--- src/rtl/fpu_csr_pkg.sv ---
package fpu_csr_pkg;
  localparam int XLEN      = 32;
  localparam int NUM_EXC   = 6;               // incl. unimplemented
  localparam int NUM_STK   = NUM_EXC - 1;     // exceptions with flag/enable
  localparam int RM_W      = 2;
  localparam int POS_SUM   = XLEN - 1;        // b0
  localparam int POS_STK0  = XLEN - 2;        // b1, flag j at POS_STK0-j
  localparam int POS_EN0   = XLEN - 18;       // b17, enable j at POS_EN0-j
  localparam int POS_DN    = XLEN - 24;       // b23
  localparam int POS_CAUSE0 = XLEN - 25;      // b24, cause i at POS_CAUSE0-i
  localparam logic [XLEN-1:0] RESET_VAL = 32'h0000_0100;
endpackage

--- src/rtl/fpu_csr_sticky.sv ---
module fpu_csr_sticky
  import fpu_csr_pkg::*;
(
  input  logic               clk,
  input  logic               rst_n,
  input  logic               wr_en,
  input  logic [NUM_STK-1:0] wr_flags,
  input  logic [NUM_STK-1:0] set_flags,
  output logic [NUM_STK-1:0] flags
);
  for (genvar j = 0; j < NUM_STK; j++) begin : g_flag
    logic q, d, ce;
    always_comb begin
      ce = wr_en | set_flags[j];
      d  = set_flags[j] ? 1'b1 : wr_flags[j];
    end
    always_ff @(posedge clk or negedge rst_n) begin
      if (!rst_n)  q <= 1'b0;
      else if (ce) q <= d;
    end
    assign flags[j] = q;
  end
endmodule

--- src/rtl/fpu_csr_ctrl.sv ---
module fpu_csr_ctrl
  import fpu_csr_pkg::*;
(
  input  logic               clk,
  input  logic               rst_n,
  input  logic               wr_en,
  input  logic [NUM_STK-1:0] wr_en_bits,
  input  logic               wr_dn,
  input  logic [RM_W-1:0]    wr_rm,
  output logic [NUM_STK-1:0] enables,
  output logic               dn,
  output logic [RM_W-1:0]    rm
);
  logic [NUM_STK-1:0] en_q, en_d;
  logic               dn_q, dn_d;
  logic [RM_W-1:0]    rm_q, rm_d;

  always_comb begin
    en_d = wr_en_bits;
    dn_d = wr_dn;
    rm_d = wr_rm;
  end

  always_ff @(posedge clk or negedge rst_n) begin
    if (!rst_n) begin
      en_q <= '0;
      dn_q <= RESET_VAL[POS_DN];
      rm_q <= '0;
    end else if (wr_en) begin
      en_q <= en_d;
      dn_q <= dn_d;
      rm_q <= rm_d;
    end
  end

  assign enables = en_q;
  assign dn      = dn_q;
  assign rm      = rm_q;
endmodule

--- src/rtl/fpu_csr_event.sv ---
module fpu_csr_event
  import fpu_csr_pkg::*;
(
  input  logic               clk,
  input  logic               rst_n,
  input  logic               op_valid,
  input  logic [NUM_EXC-1:0] exc_in,
  input  logic [NUM_STK-1:0] enables,
  output logic [NUM_STK-1:0] set_flags,
  output logic [NUM_EXC-1:0] cause,
  output logic               trap
);
  logic [NUM_EXC-1:0] cause_q, cause_d;
  logic               trap_q, trap_d;
  logic [NUM_STK-1:0] raised;

  always_comb begin
    raised    = op_valid ? exc_in[NUM_EXC-1:1] : '0;
    set_flags = raised & ~enables;
    trap_d    = |(raised & enables);
    cause_d   = exc_in;
  end

  always_ff @(posedge clk or negedge rst_n) begin
    if (!rst_n)        cause_q <= '0;
    else if (op_valid) cause_q <= cause_d;
  end

  always_ff @(posedge clk or negedge rst_n) begin
    if (!rst_n) trap_q <= 1'b0;
    else        trap_q <= trap_d;
  end

  assign cause = cause_q;
  assign trap  = trap_q;
endmodule

--- src/rtl/fpu_exc_csr.sv ---
module fpu_exc_csr
  import fpu_csr_pkg::*;
(
  input  logic            clk,
  input  logic            rst_n,
  input  logic            wr_en,
  input  logic [31:0]     wr_data,
  output logic [31:0]     rd_data,
  input  logic            op_valid,
  input  logic [5:0]      exc_in,
  output logic            trap_req,
  output logic [1:0]      round_mode,
  output logic            flush_denorm
);
  logic [NUM_STK-1:0] wr_flags, wr_ens, flags, enables, set_flags;
  logic [NUM_EXC-1:0] cause;
  logic               dn;
  logic [RM_W-1:0]    rm;
  logic               unused_wr;

  always_comb begin
    for (int j = 0; j < NUM_STK; j++) begin
      wr_flags[j] = wr_data[POS_STK0-j];
      wr_ens[j]   = wr_data[POS_EN0-j];
    end
  end
  assign unused_wr = ^{wr_data[POS_SUM], wr_data[25:15], wr_data[9], wr_data[7:2]};

  fpu_csr_ctrl u_ctrl (
    .clk(clk), .rst_n(rst_n), .wr_en(wr_en), .wr_en_bits(wr_ens),
    .wr_dn(wr_data[POS_DN]), .wr_rm(wr_data[RM_W-1:0]),
    .enables(enables), .dn(dn), .rm(rm)
  );

  fpu_csr_event u_event (
    .clk(clk), .rst_n(rst_n), .op_valid(op_valid), .exc_in(exc_in),
    .enables(enables), .set_flags(set_flags), .cause(cause), .trap(trap_req)
  );

  fpu_csr_sticky u_sticky (
    .clk(clk), .rst_n(rst_n), .wr_en(wr_en), .wr_flags(wr_flags),
    .set_flags(set_flags), .flags(flags)
  );

  always_comb begin
    rd_data = '0;
    rd_data[POS_SUM] = |flags[NUM_STK-1:1];
    for (int j = 0; j < NUM_STK; j++) begin
      rd_data[POS_STK0-j] = flags[j];
      rd_data[POS_EN0-j]  = enables[j];
    end
    rd_data[POS_DN] = dn;
    for (int i = 0; i < NUM_EXC; i++) rd_data[POS_CAUSE0-i] = cause[i];
    rd_data[RM_W-1:0] = rm;
  end

  assign round_mode   = rm;
  assign flush_denorm = dn;
endmodule

--- config.mk ---
export PLATFORM = sky130hd
export DESIGN_NAME = fpu_exc_csr
export DESIGN_NICKNAME = d
export VERILOG_FILES = /design/src/rtl/fpu_csr_pkg.sv /design/src/rtl/fpu_csr_sticky.sv /design/src/rtl/fpu_csr_ctrl.sv /design/src/rtl/fpu_csr_event.sv /design/src/rtl/fpu_exc_csr.sv
export SDC_FILE = /design/constraint.sdc
export NUM_CORES = 1
export LEC_CHECK = 0
export BUFFER_PORTS_ARGS = -buffer_cell sky130_fd_sc_hd__buf_4
export CORE_MARGIN = 3
export CORE_UTILIZATION = 41
export DETAILED_ROUTE_END_ITERATION = 8
export MAX_ROUTING_LAYER = met4
export PLACE_DENSITY_LB_ADDON = 0.25
export SLEW_MARGIN = 20
export SYNTH_ARGS = -nofsm -noshare
export SYNTH_HDL_FRONTEND = slang
export SYNTH_SLANG_ARGS = --single-unit
--- constraint.sdc ---
create_clock -name clk -period 1.7 [get_ports clk]
set_input_delay 0.17 -clock clk [delete_from_list [all_inputs] [get_ports clk]]
set_output_delay 0.17 -clock clk [all_outputs]
set_load 0.03 [all_outputs]
==> results of run 1 <==
area by class of cell:
class / instances / share of cell area
clock buffer: 3 / 0.0176
sequential: 20 / 0.392
multi-input combinational: 45 / 0.248
inverter: 5 / 0.0147
clock inverter: 1 / 0.0235
tap: 27 / 0.0264
timing repair buffer: 47 / 0.278
how the worst max path moves through the flow:
| stage | cells after the start | from | endpoint | slack (ns) |
|---|---|---|---|---|
| floorplan | 1 | u_sticky.g_flag[2].q | rd_data[31] | 0.48 |
| finish | 2 | u_sticky.g_flag[2].q | rd_data[31] | 0.14 |
| global route | 2 | u_sticky.g_flag[2].q | rd_data[31] | 0.05 |
| detailed placement | 2 | u_sticky.g_flag[2].q | rd_data[31] | 0.47 |
| global placement | 2 | u_sticky.g_flag[2].q | rd_data[31] | 0.48 |
| CTS | 2 | u_sticky.g_flag[2].q | rd_data[31] | 0.13 |
placed cells by master, fill, tap and decap left out, drive strengths merged:
cell type	netlist	final
a22oi	1	1
clkbuf	0	3
a21boi	1	1
mux2	9	9
bufinv	0	1
a222oi	1	1
o21ai	10	10
buf	22	46
inv	5	5
conb	1	12
dfstp	1	1
mux2i	5	5
or4	1	1
dfrtp	19	19
nand2	5	5
dlygate4sd3	0	1
where the power goes:
group          total [µW]  switching (µW)  internal, µW  leakage [µW]
clock network         381             143           238     0.0000279
registers             561            35.4           526      0.000232
logic                 369             221           148      0.000403
total                1310             400           912      0.000663
cells by family after synthesis:
| group | after synthesis | share of synthesized area |
|---|---|---|
| AND/OR/NAND/NOR | 6 | 0.0273 |
| buffers and inverters | 27 | 0.192 |
| flip-flops | 20 | 0.521 |
| AO/OA/AOI/OAI | 13 | 0.0780 |
| other | 1 | 0.00390 |
| multiplexers | 14 | 0.177 |
stage by stage:
step	utilization	cell area (µm²)	setup WS, ns	hold WS [ns]
detailed placement	0.584	1220	0.475	0.0617
floorplan	-	1000	0.483	-0.126
finish	0.614	1280	0.144	0.0959
global route	0.614	1280	0.0515	0.0727
CTS	0.614	1280	0.125	0.0864
global placement	0.584	1220	0.478	0.0637
critical path, stage by stage, from the launching register on:
cell,delay (ns)
dfrtp_1,0.40
or4_1,0.51
buf_4,0.18
sequential cells by signal, indices dropped and copies added (netlist names):
signal             cells
u_sticky.g_flag.q      5
u_event.cause          6
u_ctrl.rm              2
u_event.trap           1
u_ctrl.dn              1
u_ctrl.enables         5
routing by layer:
layer	part of all wire	vias up
li1	-	321
met4	0.0044	0
met3	0.089	2
met1	0.40	307
met2	0.51	34
met5	0	-
==> flow_summary.yaml, run 1 <==
run_status:
  status: "completed"
route:
  wl_um: 1820
  ant_nets: 0
  viasPerCell: 4.49
  firstDrtPassIters: 4
  wl_per_cell_um: 12.3
  num_vias: 664
  drc: 0
  drt_iter0_drc: 3
synth:
  synth_top_cell_by_area: "dfrtp_1"
  synth.ff_latch_count: 20
  syn_inst: 81
  synth_cell_types: 17
  ys_warn_count: 0
  synth_top_cells_by_area: "dfrtp_1, buf_4, mux2_4"
  synth_top_area_frac: 0.494
  syn_area_per_cell_um2: 11.9
  yosysMostFrequentCell: "buf_4"
  synth_flop_cell: "dfrtp_1"
  synth-edff-count: 0
  yosys-top-cells-count: "buf_4, dfrtp_1, o21ai_0"
  synth-async-reset-ratio: 1.00
  ys_seq_area_frac: 0.521
  synth_area_um2: 962
final_layout:
  finalNonFillerCells: 148
  final_nets: 164
  drive_gt1_frac: 0.496
  seqCellArea_um2: 502
  num-fill-cells: 190
  syn2layout_area_growth_pct: 32.9
  multi_input_area_um2: 317
  antennaDiodeCount: 0
clock_tree:
  cts_resized: 0
  cts_buffer_depth: 2
  cts_tree: "built"
  root_buffer: "clkbuf_4"
  cts_setup_buffers: 0
  htreeDepth: 1
  insertion_delay_ns: 0.29
  clk_pin_slew_ns: 0.11
  clock-sinks: 20
  cts.hold.buffers_added: 1
  cts_buffers: 3
setup_path:
  timing.rr.end: "u_event.trap"
  critPathCaptureType: "output pin"
  reg2reg_depth: 2
  cp_max_fo: 3
  critical_path_class: "flop to output pin"
  rrSetupSlack_ns: 0.60
  r2r-start: "u_ctrl.enables[2]"
  critical_path_required_ns: 1.53
  cp.arrival_ns: 1.39
  start_kind: "flop"
place:
  place_congestion: 0.713
  dp_hpwl_um: 1430
  dp_cells: 143
  port_buffers: 46
sta:
  hold_violations: 0
  finalMaxSlewViolations: 0
  max_freq_mhz: 643
  tns_ns: 0
  finalClockSkew_ns: 0.00110
  rsz0062_at_grt: "false"
  min_period_ns: 1.56
  finalSetupViolCount: 0
  fin_crit_sh: 0.915
grt:
  gr-max-usage-layer: "met2"
  grt_usage: 0.135
  grt_max_degree: 21
  grtUsageMet2: 0.231
  antenna_found_initial: 0
  grt_pass1_wl_um: 2740
  grt_pass1_vias: 656
  met3_usage: 0.0163
  use_met1: 0.154
  grt_overflow: 0
worst_hold_path:
  hp-start: "wr_data[29]"
  hold_end: "u_sticky.g_flag[1].q"
  holdPathStages: 3
  hold_class: "primary input to flop"
power:
  powerDensity_mw_per_mm2: 1030
  ir_drop_mv: 0.551
  total_power_uw: 1310
  p_leak_uw: 0.000663
floorplan:
  start_util: 0.462
  rows: 16
  io_pins: 78
  die_h_um: 54.4
  fp.dieArea_mm2: 0.00296
  die_w_um: 54.4
  core_mm2: 0.00208
job:
  maxCapViolations: 0
(Power assumes the default switching activity.)
==> inputs of run 2 (changes only) <==
--- a/config.mk
+++ b/config.mk
@@ -7,7 +7,7 @@
 export LEC_CHECK = 0
 export BUFFER_PORTS_ARGS = -buffer_cell sky130_fd_sc_hd__buf_4
 export CORE_MARGIN = 3
-export CORE_UTILIZATION = 41
+export CORE_UTILIZATION = 28
 export DETAILED_ROUTE_END_ITERATION = 8
 export MAX_ROUTING_LAYER = met4
 export PLACE_DENSITY_LB_ADDON = 0.25
==> run 2 against run 1 <==
  * Clock power is essentially flat
  * Core utilization shrank 20 points
  * Critical path depth is the same
  * First-iteration DRC count grew 130%
  * Final area grew 1.7%
  * Via count grew 2.6%
  * Largest power group unchanged
  * Highest routed layer unchanged
==> flow_summary.yaml, run 2 (same netlist as run 1, synthesis figures left out) <==
clock_tree:
  cts_buffer_depth: 2
  cts_buffers: 3
  cts_tree: "built"
  cts_setup_buffers: 0
  clock-sinks: 20
  htreeDepth: 1
  clk_pin_slew_ns: 0.11
  insertion_delay_ns: 0.29
  root_buffer: "clkbuf_4"
  cts_resized: 0
floorplan:
  io_pins: 78
  die_w_um: 64.6
  die_h_um: 64.6
  core_mm2: 0.00315
  rows: 20
  start_util: 0.305
  fp.dieArea_mm2: 0.00418
final_layout:
  syn2layout_area_growth_pct: 35.1
  num-fill-cells: 336
  final_nets: 164
  layout_commonest_cell: "buf_4"
  largest_reg_flops: 6
  final_cell_mix: "buf_4, dfrtp_1, conb_1, o21ai_0"
  drive_gt1_frac: 0.496
  antennaDiodeCount: 0
  final_util: 0.412
sta:
  finalClockSkew_ns: 0.00759
  min_period_ns: 1.56
  finalSetupViolCount: 0
  max_freq_mhz: 642
  hold_ws_ns: 0.0936
  fin_crit_sh: 0.916
  fin_ws_ns: 0.143
  finalMaxSlewViolations: 0
  tns_ns: 0
  hold_violations: 0
  rsz0062_at_grt: "false"
route:
  wl_per_cell_um: 12.1
  viasPerCell: 4.13
  num_vias: 681
  firstDrtPassIters: 4
  drc: 0
  ant_nets: 0
  wl_um: 1990
  drt_iter0_drc: 7
power:
  ir_drop_mv: 0.296
  p_leak_uw: 0.000663
  total_power_uw: 1310
  powerDensity_mw_per_mm2: 1010
setup_path:
  critPathCaptureType: "output pin"
  critical_path_required_ns: 1.53
  cp.arrival_ns: 1.39
  cp_max_fo: 3
  critical_path_class: "flop to output pin"
  start_kind: "flop"
grt:
  grt_max_degree: 21
  grt_pass1_vias: 653
  grt_pass1_wl_um: 3130
  grt_usage: 0.102
  grt_overflow: 0
  antenna_found_initial: 0
job:
  maxCapViolations: 0
worst_hold_path:
  hold_class: "primary input to flop"
place:
  port_buffers: 46
  place_congestion: 0.653
  dp_hpwl_um: 1570
  dp_slack_ns: 0.477
run_status:
  status: "completed"
[run 2: report_power, final]
group / switching, µW / internal (µW)
combinational: 222 / 148
sequential: 35.8 / 526
clock: 140 / 238
total: 397 / 912
[run 2: worst max-delay path, cell delays in order (launching register included)]
cell	delay [ns]
dfrtp_1	0.40
or4_1	0.51
buf_4	0.18
[run 2: what timing repair did]
| action | CTS | global route |
|---|---|---|
| setup endpoints to repair | 0 | 0 |
| endpoints found under the hold margin | 20 | 0 |
| hold buffers | 1 | 0 |
[run 2: cell type report]
class                   count  area [µm²]  area share
inverters                   5        18.8      0.0144
clock inverters             1        30.0      0.0231
clock buffers               3        22.5      0.0173
repair buffers             47         355       0.273
well taps                  44        55.1      0.0423
multi-input cells          45         317       0.244
flip-flops and latches     20         502       0.386
[run 2: routing by layer]
metal	part of all wire	track usage	wire length (µm)	up-vias
li1	-	-	-	322
met1	0.41	0.115	815	325
met2	0.50	0.173	998	32
met3	0.074	0.0139	148	2
met4	0.015	0.0633	30	0
met5	0	-	0	-
[run 2: path summary, 6_finish.rpt]
kind	start	slack (ns)	to	cells after the start
max in group asynchronous	rst_n	1.16	u_ctrl.dn	2
setup / recovery	u_sticky.g_flag[2].q	0.14	rd_data[31]	2
hold / removal	wr_data[29]	0.09	u_sticky.g_flag[1].q	3
hold reg to reg	u_ctrl.enables[3]	0.51	u_sticky.g_flag[3].q	1
setup reg to reg	u_ctrl.enables[2]	0.62	u_event.trap	2
min in group asynchronous	rst_n	0.28	u_sticky.g_flag[2].q	2
[run 2: through the flow]
step	cell area (µm²)	std cells
4_1_cts	1300	165
2_1_floorplan	1000	92
3_5_place_dp	1240	160
3_3_place_gp	1240	160
6_report	1300	165
5_1_grt	1300	165
